<file path="src/rtl/msi_bank_pkg.sv">
package msi_bank_pkg;

    localparam int WORD_W = 32;
    localparam int SEL_W  = 4;
    localparam int IDX_W  = 5;

    typedef struct packed {
        logic [WORD_W-1:0] bits;
    } pend_state_t;

    typedef struct packed {
        logic [WORD_W-1:0] rdata;
    } port_state_t;

    function automatic logic [WORD_W-1:0] byte_reverse(input logic [WORD_W-1:0] w);
        logic [WORD_W-1:0] r;
        for (int b = 0; b < WORD_W / 8; b++) begin
            r[b*8 +: 8] = w[(WORD_W/8 - 1 - b)*8 +: 8];
        end
        return r;
    endfunction

endpackage

</file>
<file path="src/rtl/msi_addr_decode.sv">
module msi_addr_decode
    import msi_bank_pkg::*;
#(
    parameter int ADDR_W      = 12,
    parameter int NUM_WORDS   = 16,
    parameter int NARROW_WORDS = 8,
    parameter int WIDE_DB     = 'h140,
    parameter int NARROW_DB   = 'h38
) (
    input  logic              narrow_i,
    input  logic [ADDR_W-1:0] addr_i,
    output logic              db_hit_o,
    output logic              pend_hit_o,
    output logic [SEL_W-1:0]  pend_idx_o
);
    localparam logic [ADDR_W-1:0] WIDE_DB_A   = ADDR_W'(WIDE_DB);
    localparam logic [ADDR_W-1:0] NARROW_DB_A = ADDR_W'(NARROW_DB);
    localparam logic [ADDR_W-1:0] WIDE_CNT    = ADDR_W'(NUM_WORDS);
    localparam logic [ADDR_W-1:0] NARROW_CNT  = ADDR_W'(NARROW_WORDS);

    logic [ADDR_W-1:0] wide_slot;
    logic [ADDR_W-1:0] narrow_slot;

    always_comb begin
        wide_slot   = addr_i >> 4;
        narrow_slot = addr_i >> 2;
        if (narrow_i) begin
            db_hit_o   = (addr_i == NARROW_DB_A);
            pend_hit_o = (addr_i[1:0] == 2'b00) && (narrow_slot < NARROW_CNT) && !db_hit_o;
            pend_idx_o = SEL_W'(narrow_slot);
        end else begin
            db_hit_o   = (addr_i == WIDE_DB_A);
            pend_hit_o = (addr_i[3:0] == 4'h0) && (wide_slot < WIDE_CNT) && !db_hit_o;
            pend_idx_o = SEL_W'(wide_slot);
        end
    end

endmodule

</file>
<file path="src/rtl/msi_payload_decode.sv">
module msi_payload_decode
    import msi_bank_pkg::*;
(
    input  logic [WORD_W-1:0] data_i,
    input  logic              swap_i,
    input  logic              layout_alt_i,
    input  logic [SEL_W:0]    word_count_i,
    output logic [SEL_W-1:0]  sel_o,
    output logic [WORD_W-1:0] bit_mask_o,
    output logic              in_range_o
);
    logic [WORD_W-1:0] word;
    logic [IDX_W-1:0]  idx;

    always_comb begin
        word = swap_i ? byte_reverse(data_i) : data_i;
        if (layout_alt_i) begin
            sel_o = SEL_W'(word);
            idx   = IDX_W'(word >> SEL_W);
        end else begin
            idx   = IDX_W'(word);
            sel_o = SEL_W'(word >> IDX_W);
        end
        bit_mask_o = WORD_W'(1) << idx;
        in_range_o = ({1'b0, sel_o} < word_count_i);
    end

endmodule

</file>
<file path="src/rtl/msi_pend_word.sv">
module msi_pend_word
    import msi_bank_pkg::*;
(
    input  logic              clk_i,
    input  logic              rst_i,
    input  logic              set_en_i,
    input  logic [WORD_W-1:0] set_mask_i,
    input  logic              rd_clr_i,
    output logic [WORD_W-1:0] bits_o,
    output logic              irq_o
);
    pend_state_t st_d, st_q;

    always_comb begin
        st_d = st_q;
        if (rd_clr_i) st_d.bits = '0;
        if (set_en_i) st_d.bits = st_d.bits | set_mask_i;
    end

    always_ff @(posedge clk_i) begin
        if (rst_i) st_q <= '0;
        else       st_q <= st_d;
    end

    assign bits_o = st_q.bits;
    assign irq_o  = |st_q.bits;

    assert_clear_on_read_R6: assert property (@(posedge clk_i) disable iff (rst_i)
        (rd_clr_i && !set_en_i) |=> (bits_o == '0));

    assert_set_survives_R8: assert property (@(posedge clk_i) disable iff (rst_i)
        set_en_i |=> ((bits_o & $past(set_mask_i)) == $past(set_mask_i)));

    assert_accumulate_R11: assert property (@(posedge clk_i) disable iff (rst_i)
        (set_en_i && !rd_clr_i) |=> ((bits_o & $past(bits_o)) == $past(bits_o)));

    assert_idle_hold_R9: assert property (@(posedge clk_i) disable iff (rst_i)
        (!set_en_i && !rd_clr_i) |=> $stable(bits_o));

    assert_irq_source_R7: assert property (@(posedge clk_i) disable iff (rst_i)
        $rose(irq_o) |-> $past(set_en_i));

endmodule

</file>
<file path="src/rtl/msi_doorbell_bank.sv">
module msi_doorbell_bank
    import msi_bank_pkg::*;
#(
    parameter int ADDR_W       = 12,
    parameter int NUM_WORDS    = 16,
    parameter int NARROW_WORDS = 8,
    parameter int WIDE_DB      = 'h140,
    parameter int NARROW_DB    = 'h38
) (
    input  logic                 clk_i,
    input  logic                 rst_i,
    input  logic                 layout_alt_i,
    input  logic                 narrow_i,
    input  logic                 swap_i,
    input  logic                 wr_en_i,
    input  logic [ADDR_W-1:0]    wr_addr_i,
    input  logic [WORD_W-1:0]    wr_data_i,
    input  logic                 rd_en_i,
    input  logic [ADDR_W-1:0]    rd_addr_i,
    output logic [WORD_W-1:0]    rd_data_o,
    output logic [NUM_WORDS-1:0] irq_o
);
    localparam logic [SEL_W:0] WIDE_COUNT   = (SEL_W+1)'(NUM_WORDS);
    localparam logic [SEL_W:0] NARROW_COUNT = (SEL_W+1)'(NARROW_WORDS);

    logic              wr_db_hit, wr_pend_hit;
    logic [SEL_W-1:0]  wr_pend_idx;
    logic              rd_db_hit, rd_pend_hit;
    logic [SEL_W-1:0]  rd_pend_idx;
    logic [SEL_W:0]    word_count;
    logic [SEL_W-1:0]  db_sel;
    logic [WORD_W-1:0] db_mask;
    logic              db_in_range;
    logic              db_fire;

    logic [WORD_W-1:0] pend_bits [NUM_WORDS];

    port_state_t ps_d, ps_q;

    assign word_count = narrow_i ? NARROW_COUNT : WIDE_COUNT;

    msi_addr_decode #(
        .ADDR_W(ADDR_W), .NUM_WORDS(NUM_WORDS), .NARROW_WORDS(NARROW_WORDS),
        .WIDE_DB(WIDE_DB), .NARROW_DB(NARROW_DB)
    ) u_wr_dec (
        .narrow_i   (narrow_i),
        .addr_i     (wr_addr_i),
        .db_hit_o   (wr_db_hit),
        .pend_hit_o (wr_pend_hit),
        .pend_idx_o (wr_pend_idx)
    );

    msi_addr_decode #(
        .ADDR_W(ADDR_W), .NUM_WORDS(NUM_WORDS), .NARROW_WORDS(NARROW_WORDS),
        .WIDE_DB(WIDE_DB), .NARROW_DB(NARROW_DB)
    ) u_rd_dec (
        .narrow_i   (narrow_i),
        .addr_i     (rd_addr_i),
        .db_hit_o   (rd_db_hit),
        .pend_hit_o (rd_pend_hit),
        .pend_idx_o (rd_pend_idx)
    );

    msi_payload_decode u_payload (
        .data_i       (wr_data_i),
        .swap_i       (swap_i),
        .layout_alt_i (layout_alt_i),
        .word_count_i (word_count),
        .sel_o        (db_sel),
        .bit_mask_o   (db_mask),
        .in_range_o   (db_in_range)
    );

    assign db_fire = wr_en_i && wr_db_hit && db_in_range;

    for (genvar g = 0; g < NUM_WORDS; g++) begin : g_word
        logic set_en, rd_clr;
        assign set_en = db_fire && (db_sel == SEL_W'(g));
        assign rd_clr = rd_en_i && rd_pend_hit && (rd_pend_idx == SEL_W'(g));

        msi_pend_word u_word (
            .clk_i      (clk_i),
            .rst_i      (rst_i),
            .set_en_i   (set_en),
            .set_mask_i (db_mask),
            .rd_clr_i   (rd_clr),
            .bits_o     (pend_bits[g]),
            .irq_o      (irq_o[g])
        );
    end

    always_comb begin
        ps_d = '0;
        if (rd_en_i && rd_pend_hit) begin
            for (int n = 0; n < NUM_WORDS; n++) begin
                if (rd_pend_idx == SEL_W'(n)) ps_d.rdata = pend_bits[n];
            end
        end
    end

    always_ff @(posedge clk_i) begin
        if (rst_i) ps_q <= '0;
        else       ps_q <= ps_d;
    end

    assign rd_data_o = ps_q.rdata;

    assert_doorbell_reads_zero_R9: assert property (@(posedge clk_i) disable iff (rst_i)
        (rd_en_i && rd_db_hit) |=> (rd_data_o == '0));

    assert_pend_write_ignored_R9: assert property (@(posedge clk_i) disable iff (rst_i)
        (wr_en_i && wr_pend_hit && !rd_en_i) |=> $stable(irq_o));

    assert_out_of_range_ignored_R5: assert property (@(posedge clk_i) disable iff (rst_i)
        (wr_en_i && wr_db_hit && !db_in_range && !rd_en_i) |=> $stable(irq_o));

    assert_idle_rdata_zero_R6: assert property (@(posedge clk_i) disable iff (rst_i)
        !rd_en_i |=> (rd_data_o == '0));

    assert_single_set_R1: assert property (@(posedge clk_i) disable iff (rst_i)
        (db_fire && !rd_en_i) |=> ($countones(irq_o & ~$past(irq_o)) <= 1));

endmodule

</file>
<file path="config.mk">
export PLATFORM = sky130hd
export DESIGN_NAME = msi_doorbell_bank
export DESIGN_NICKNAME = d
export VERILOG_FILES = /design/src/rtl/msi_bank_pkg.sv /design/src/rtl/msi_addr_decode.sv /design/src/rtl/msi_payload_decode.sv /design/src/rtl/msi_pend_word.sv /design/src/rtl/msi_doorbell_bank.sv
export SDC_FILE = /design/constraint.sdc
export NUM_CORES = 1
export LEC_CHECK = 0
export ABC_AREA = 1
export CAP_MARGIN = 20
export CORE_AREA = 4 4 228 230
export DETAILED_ROUTE_END_ITERATION = 8
export DIE_AREA = 0 0 232 234
export PLACE_DENSITY = 0.77
export SLEW_MARGIN = 20
export SYNTH_ARGS = -nofsm -noshare
export SYNTH_HDL_FRONTEND = slang
export SYNTH_SLANG_ARGS = --single-unit
</file>
<file path="constraint.sdc">
create_clock -name clk_i -period 2.54 [get_ports clk_i]
set_input_delay 0.508 -clock clk_i [delete_from_list [all_inputs] [get_ports clk_i]]
set_output_delay 0.508 -clock clk_i [all_outputs]
set_load 0.1 [all_outputs]
</file>
[Word level (Yosys, flattened, before mapping)]
Cells that the tools add are included.
Storage, ports and cells
  register bits after elaboration: 544
  bits in latches: 0
  RAM bits: 0
  ROM bits: 0
  bits of input ports: 63
  output and inout port bits: 48
  word-level logic and storage cells: 189
  memories: 0
Cells by class
  add/sub/neg operators: 0
  multipliers: 0
  div/mod/pow operators: 0
  order comparisons: 3
  equality and inequality tests: 34
  shifts and indexed selects: 1
  mux-type cells: 55
  bitwise operators: 17
  reduce and logical (&&, ||, !) cells: 62
Operator list (count)
  $mux 32: 48
  $or 32x32->32: 16
  $reduce_or 32->1: 16
  $eq 4x4->1 const B: 16
  $logic_and 1x1->1: 39
  $eq 4x3->1 const B: 8
  $shl 1x5->32 const A: 1
  $eq 12x6->1 const B: 2
  $eq 12x9->1 const B: 2
  $eq 4x2->1 const B: 4
  $logic_not 4->1: 3
  $lt 10x4->1 const B: 1
  $mux 5: 2
  $mux 9: 1
  $eq 4x1->1 const B: 2
  $lt 8x5->1 const B: 1
  $mux 4: 2
  $lt 4x5->1: 1
  $logic_not 1->1: 2
  $logic_not 2->1: 1
  $mux 1: 2
  $reduce_or 2->1: 1
  $not 1->1: 1

[Longest topological paths before layout]
Gate-level depths: netlist (run 1).
  depth in word-level cells: 18
  depth in mapped cells: 19
  depth with buffers taken out: 18

[Hierarchy]
From an unflattened synthesis (run 1), not the netlist that was laid out.
Second synthesis, totals
  cell total of the unflattened synthesis: 4260
  area total of the unflattened synthesis: 28551.1 µm²
By module, submodules not included
  msi_pend_word: instances 16, cells an instance 183, area each 1397.6 µm², seq. area each 640.6 µm²
  msi_doorbell_bank: instances 1, cells an instance 1100, area each 5151.2 µm², seq. area each 640.6 µm²
  msi_payload_decode: instances 1, cells an instance 146, area each 700.7 µm², seq. area each 0.0 µm²
  msi_addr_decode: instances 2, cells an instance 43, area each 168.9 µm², seq. area each 0.0 µm²

[Worst setup path after synthesis (run 1)]
OpenSTA, ideal clock, no wires.
  kind: input port to flip-flop
  start point: input wr_addr_i[1]
  end point: register g_word[14].u_word.st_q, in the netlist g_word[14].u_word.bits_o[27]
  library setup time: 0.070 ns
  arrival time: 2.139 ns
  setup slack: 0.331 ns
  stages on the path: 7
  path buffers: 1
  path through: or4_1 > nor3_2 > o2111ai_4 > nor3b_2 > buf_2 > nand2_1 > a21oi_1
Between the ends
  cells in the longest elaborated chain, start to end: 6
  elaborated cells on any way between the ends: 7
  classes of those cells: 2 x eq/ne; 2 x mux; 3 x reduce/logical
Ends and longest elaborated chain
  start, declared: RTL line msi_doorbell_bank.sv:16  | input logic [ADDR_W-1:0] wr_addr_i,
  $eq 12x9->1 / $eq 12x6->1 (equally long branches): RTL line msi_addr_decode.sv:32, msi_addr_decode.sv:28
  $mux 1 (*): RTL line msi_addr_decode.sv:27  | if (narrow_i) begin
  $logic_and 1x1->1 (*) (2 in a row): RTL line msi_doorbell_bank.sv:74  | assign db_fire = wr_en_i && wr_db_hit && db_in_range;
  $logic_and 1x1->1 (*): RTL line msi_doorbell_bank.sv:78  | assign set_en = db_fire && (db_sel == SEL_W'(g));
  $mux 32 (*): RTL line msi_pend_word.sv:17  | if (set_en_i) st_d.bits = st_d.bits | set_mask_i;
  end signal, assigned: RTL line msi_pend_word.sv:22  | else st_q <= st_d;
  end, declared: RTL line msi_pend_word.sv:12  | pend_state_t st_d, st_q;
Every way passes the cells marked *; elsewhere a longest branch is shown, timed or not.
A chain may end at the register's enable or synchronous reset.

[Final worst setup path (run 1)]
  start point: register g_word[12].u_word.st_q, in the netlist g_word[12].u_word.bits_o[10]
  end point: output irq_o[12]
Between the ends
  cells in the longest elaborated chain, start to end: 1
Ends and longest elaborated chain
  start, declared: RTL line msi_pend_word.sv:12
  start signal, assigned: RTL line msi_pend_word.sv:22
  $reduce_or 32->1: RTL line msi_pend_word.sv:26  | assign irq_o = |st_q.bits;
  end, declared: RTL line msi_doorbell_bank.sv:21  | output logic [NUM_WORDS-1:0] irq_o
Every way passes these cells.

==> flow_metrics.env, run 1 <==
export IMPL_report_final_hold_viol_count=0
export IMPL_ir_drop_mv=0.506
export IMPL_cts_hold_buf=0
export IMPL_numCtsBuffers=55
export IMPL_crit_arrival_ns=2.38
export IMPL_power_density_nw_per_um2=580
export IMPL_grt_pass1_wl_microns=144000
export IMPL_end_kind="primary output"
export IMPL_drtIter0Drc=4514
export IMPL_post_drt_wl_per_cell_microns=21.1
export IMPL_p_leak_nw=11.3
export IMPL_h_tree_depth=2
export IMPL_path_clk_slew_ns=0.06
export IMPL_start_util_pct=49.7
export IMPL_fmax_mhz=346
export IMPL_drive_above_1_share_pct=15.7
export IMPL_slowest_delay_ns=0.54
export IMPL_setup_viol=10
export IMPL_rsz0062_at_grt="true"
export IMPL_synth_edf_count=0
export IMPL_critPathLaunchType="flip-flop"
export IMPL_vias_per_cell=5.92
export IMPL_yosysTopAreaCellShare_pct=43.9
export IMPL_grt_pass1_vias=24580
export IMPL_drcViolationCount=0
export IMPL_slew_viol_final=0
export IMPL_yosysMostFrequentCell="nand2_1"
export IMPL_yosysTopAreaCell="dfxtp_1"
export IMPL_cp_cell_sequence="nor4_2 -> nand4_1 -> or4_4 -> buf_12"
export IMPL_grt_max_degree=133
export IMPL_cts_max_path_buffers=3
export IMPL_cts_tree="yes"
export IMPL_cts_root_buf="clkbuf_16"
export IMPL_grt_overflow_total=0
export IMPL_die_width_microns=232
export IMPL_yosysSeqAreaShare_pct=43.9
export IMPL_insertion_delay_ns=0.63
export IMPL_antenna_found_initial=0
export IMPL_synth_seq_cells=544
export IMPL_ys_types=35
export IMPL_worstMarginPinSlew_ns=0.645
export IMPL_dieArea_sq_um=54300
export IMPL_clock_skew_ns=0.0285
export IMPL_maxCapViolations=0
export IMPL_first_pass_iters=9
export IMPL_synth_common_cells="1503 x nand2_1, 544 x dfxtp_1, 543 x a21oi_1"
export IMPL_antenna_cells=0
export IMPL_ant_nets=0
export IMPL_relSlewSlack_pct=56.6
export IMPL_dp_cells=4460
export IMPL_yosysWarnings=0
export IMPL_fin_crit_ns=2.89
export IMPL_path_delay_family="simple AND/OR/NAND/NOR gates"
export IMPL_place_gp_congestion=1.04
export IMPL_synth_avg_cell_area_sq_um=6.69
export IMPL_fin_tns_setup_ns=-1.72
export IMPL_cp_num_buf_inv=1
export IMPL_grt_usage_pct=34.0
export IMPL_required_ns=2.03
export IMPL_worstSetupPathType="reg2out"
export IMPL_synthFlopType="dfxtp_1"
export IMPL_async_flop_share_pct=0
export IMPL_nFillCells=4300
export IMPL_fin_crit_sh_pct=114
export IMPL_synth_area_sq_um=24800
export IMPL_postRouteWirelength_microns=96600
export IMPL_ys_top_cells_by_area="dfxtp_1 44%, nand2_1 23%, a21oi_1 11%, nor2_1 4.3%, nor4_1 3.1%"
export IMPL_syn2layout_area_growth_pct=25.6
export IMPL_crit_path_max_fanout=3
export IMPL_finalNetCount=3917
export IMPL_clock_sinks=544
export IMPL_dieHeight_microns=234
export IMPL_netlist_instances=3703
export IMPL_via_count=27055
export IMPL_coreArea_sq_um=49900
export IMPL_place_hpwl_microns=65700
export IMPL_run_status="finished, violations left"
export IMPL_timing_final_ws_setup_ns=-0.347
export IMPL_portBuffers=96
export IMPL_violations="setup timing"
export IMPL_final_cells=4570
export IMPL_rows=82
export IMPL_synthesis_nets=3766
export IMPL_critPathSlowestCell="or4_4"
export IMPL_hold_class="in2reg"
export IMPL_boundaryPins=111
[worst reg2reg max path, stage by stage (launching register included)]
cell	delay (ns)
dfxtp_1	0.33
nand2_1	0.07
nand3_1	0.07
nor2_1	0.29
nand4_1	0.27
nor2_1	0.28
nand4_1	0.18
nor2_1	0.20
nand4_1	0.12
nand2_1	0.10
inv_1	0.04
[logic make-up after synthesis]
group                  Yosys count  share of synthesized area (%)
XOR/XNOR                         1                         0.0353
multiplexers                     2                         0.0858
AND/OR/NAND/NOR               2154                           36.4
flip-flops                     544                           43.9
buffers and inverters          427                           7.63
AO/OA/AOI/OAI                  575                           11.9
[worst paths after layout]
path	start	end	slack [ns]	depth (start not counted)
setup reg to reg	g_word[1].u_word.bits_o[24]$_SDFF_PP0_	rd_data_o[24]$_SDFF_PP0_	0.49	10
setup / recovery	g_word[12].u_word.bits_o[10]$_SDFF_PP0_	irq_o[12]	-0.35	4
hold / removal	rst_i	g_word[11].u_word.bits_o[4]$_SDFF_PP0_	0.34	2
hold reg to reg	g_word[3].u_word.bits_o[10]$_SDFF_PP0_	g_word[3].u_word.bits_o[10]$_SDFF_PP0_	0.47	2
[metrics by stage]
step / hold slack [ns] / setup slack, ns / instance area (sq um) / utilization [%] / power, mW
after CTS: 0.302 / -0.322 / 30800 / 61.9 / 18.0
after floorplan: 0.445 / 0.331 / 24800 / - / 9.20
after detailed placement: 0.464 / -0.992 / 28400 / 56.9 / 9.76
final: 0.344 / -0.347 / 31100 / 62.4 / 18.1
after global routing: 0.335 / -0.359 / 31100 / 62.4 / 18.4
after global placement: 0.453 / -0.955 / 28400 / 56.9 / 9.76
[cells in the final DEF, fill, tap and decap left out, drive strengths merged, types with 2 or more instances in the layout]
cell type,synthesis,routed
nand2,1503,1503
dfxtp,544,544
a21oi,543,543
buf,112,310
nor2,299,299
inv,164,165
nor4,123,123
nand4,121,121
clkbuf,151,86
nand3,58,58
clkdlybuf4s50,0,40
o21ai,27,27
or2,24,24
nor3,14,14
clkinv,0,10
or4,6,6
bufinv,0,4
dlymetal6s2s,0,4
nor3b,4,4
o21a,2,2
dlygate4sd2,0,2
[power by group]
group	internal [mW]	total, mW	switching (mW)	leakage (nW)
Combinational	0.390	1.09	0.700	5.98
Clock	4.88	8.44	3.56	0.920
Sequential	8.53	8.53	0.000103	4.40
Total	13.8	18.1	4.26	11.3
[timing repair]
item | 4_1_cts | 5_1_grt
endpoints found under the hold margin | 0 | 0
pin swaps | 47 | 45
endpoints found under the setup margin | 32 | 54
gates resized for setup | 118 | 66
buffers inserted | 6 | 3
[registers in the layout (all words and copies together), names as in the netlist]
signal / count
g_word.u_word.bits_o: 512
rd_data_o: 32
[layout make-up]
type / count / area (sq um) / share of cell area [%]
tap: 672 / 841 / 2.70
sequential: 544 / 10900 / 35.2
multi-input combinational: 2732 / 12800 / 41.2
inverter: 164 / 616 / 1.98
clock inverter: 16 / 226 / 0.728
timing repair buffer: 357 / 4020 / 12.9
clock buffer: 85 / 1650 / 5.30
[routing by layer]
layer,global-route usage [%],routed length [microns]
met5,0,0
met4,17.1,5810
met2,51.1,40900
met1,45.3,36000
met3,9.18,13900
No activity file was read; power rests on OpenSTA's default activity.
==> run 2, diff against run 1 <==
--- a/config.mk
+++ b/config.mk
@@ -10,6 +10,7 @@
 export CORE_AREA = 4 4 228 230
 export DETAILED_ROUTE_END_ITERATION = 8
 export DIE_AREA = 0 0 232 234
+export GPL_TIMING_DRIVEN = 0
 export PLACE_DENSITY = 0.77
 export SLEW_MARGIN = 20
 export SYNTH_ARGS = -nofsm -noshare
==> flow_metrics.env, run 2 (synthesized netlist as in run 1, its figures left out) <==
export IMPL_run_status="finished, violations left"
export IMPL_violations="setup timing"
export IMPL_hold_class="reg2reg"
export IMPL_dieHeight_microns=234
export IMPL_postRouteWirelength_microns=104000
export IMPL_boundaryPins=111
export IMPL_power_density_nw_per_um2=584
export IMPL_slew_viol_final=0
export IMPL_reg2reg_slack_ns=0.11
export IMPL_antenna_cells=0
export IMPL_cp_startpoint="g_word[8].u_word.bits_o[19]$_SDFF_PP0_"
export IMPL_start_util_pct=49.7
export IMPL_grt_pass1_vias=23978
export IMPL_cts_tree="yes"
export IMPL_final_common_cell="nand2_1"
export IMPL_drtIter0Drc=5073
export IMPL_grt_pass1_wl_microns=146000
export IMPL_fin_tns_setup_ns=-2.98
export IMPL_relSlewSlack_pct=30.9
export IMPL_dieArea_sq_um=54300
export IMPL_timing_final_ws_setup_ns=-0.282
export IMPL_ir_drop_mv=0.572
export IMPL_r2r_worst_path_cells=10
export IMPL_clock_sinks=544
export IMPL_largest_reg_flops=512
export IMPL_place_ws_ns=-1.63
export IMPL_path_clk_slew_ns=0.06
export IMPL_via_count=27843
export IMPL_first_pass_iters=9
export IMPL_syn2layout_area_growth_pct=27.7
export IMPL_place_gp_congestion=1.05
export IMPL_crit_path_max_fanout=3
export IMPL_min_delay_start="g_word[3].u_word.bits_o[6]$_SDFF_PP0_"
export IMPL_finalNetCount=4004
export IMPL_antenna_found_initial=1
export IMPL_post_drt_wl_per_cell_microns=22.3
export IMPL_p_leak_nw=11.7
export IMPL_worstMarginPinSlew_ns=1.04
export IMPL_hold_depth=2
export IMPL_die_width_microns=232
export IMPL_maxCapViolations=0
export IMPL_end_kind="primary output"
export IMPL_grt_max_degree=15
export IMPL_rows=82
export IMPL_worstSetupPathType="reg2out"
export IMPL_coreArea_sq_um=49900
export IMPL_final_cell_mix="1453 x nand2_1, 542 x a21oi_1, 488 x dfxtp_1, 200 x nor2_1, 149 x inv_1"
export IMPL_required_ns=2.03
export IMPL_grt_usage_pct=35.5
export IMPL_place_hpwl_microns=70400
export IMPL_clock_skew_ns=0.0309
export IMPL_vias_per_cell=5.98
export IMPL_h_tree_depth=2
export IMPL_fin_crit_ns=2.82
export IMPL_crit_arrival_ns=2.31
export IMPL_rsz0062_at_grt="true"
export IMPL_numCtsBuffers=55
export IMPL_ant_nets=0
export IMPL_nFillCells=4229
export IMPL_grt_overflow_total=0
export IMPL_insertion_delay_ns=0.64
export IMPL_drive_above_1_share_pct=17.4
export IMPL_fin_crit_sh_pct=111
export IMPL_report_final_hold_viol_count=0
export IMPL_cts_hold_buf=0
export IMPL_drcViolationCount=0
export IMPL_regArea_sq_um=11000
export IMPL_setup_viol=28
export IMPL_critPathLaunchType="flip-flop"
export IMPL_cts_max_path_buffers=3
export IMPL_multiInputGateArea_sq_um=13900
export IMPL_regToRegStartpoint="g_word[2].u_word.bits_o[5]$_SDFF_PP0_"
export IMPL_portBuffers=94
export IMPL_cts_root_buf="clkbuf_16"
export IMPL_fmax_mhz=354
## run 2: cell types whose count changed in the layout (fill, tap and decap cells not counted), sizes merged
cell,delta
clkbuf,+151
buf,-89
dlygate4sd2,+30
dlymetal6s2s,-4
bufinv,+2
inv,-2
clkdlybuf4s50,-1
clkinv,-1
clkinvlp,+1
## run 2: critical path: stages (launching register included)
cell and delay, ns:
dfxtp_4 0.37, nor4_4 0.32, nand4_1 0.25, or4_4 0.56, buf_12 0.18
## run 2: metal layers
metal	up-vias	share of wire [%]	global-route usage, %	routed length [microns]
met5	-	0.022	0	23
met4	2	8.7	21.4	9050
met3	551	14	10.1	14800
met2	2148	41	51.9	42500
met1	12671	36	46.8	37300
li1	12471	-	-	-
## run 2: cell type report
class	instances	area share, %
buffer	249	4.33
clock buffer	85	5.28
clock inverter	16	0.783
inverter	164	2.03
multi-input combinational	2732	43.9
sequential	544	34.7
tap	672	2.66
timing repair buffer	195	6.30
## run 2: final timing paths
path / endpoint
setup / recovery: irq_o[8]
setup reg to reg: rd_data_o[5]$_SDFF_PP0_
hold / removal: g_word[3].u_word.bits_o[6]$_SDFF_PP0_
hold reg to reg: g_word[3].u_word.bits_o[6]$_SDFF_PP0_
## run 2: timing repair
item                       CTS  global route
setup endpoints to repair  561           459
setup buffers               50            50
hold endpoints to repair     0             0
gates resized for setup    510           277
pin swaps                  108           189
cloned                       1             0
## run 2: through the flow
step / area, sq um / power (mW) / std cells / hold slack [ns] / util, %
finish: 31600 / 18.5 / 4657 / 0.465 / 63.5
CTS: 30200 / 18.2 / 4612 / 0.465 / 60.6
floorplan: 24800 / 9.20 / 3703 / 0.445 / -
global placement: 26600 / 9.61 / 4469 / 0.454 / 53.3
global route: 31600 / 18.8 / 4657 / 0.486 / 63.5
detailed placement: 26600 / 9.61 / 4469 / 0.455 / 53.3
## run 2: report_power, final
part           leakage, nW  internal, mW  switching [mW]
registers             4.41          8.52       0.0000419
clock network        0.946          5.13            3.60
logic                 6.33         0.347           0.896
total                 11.7          14.0            4.50
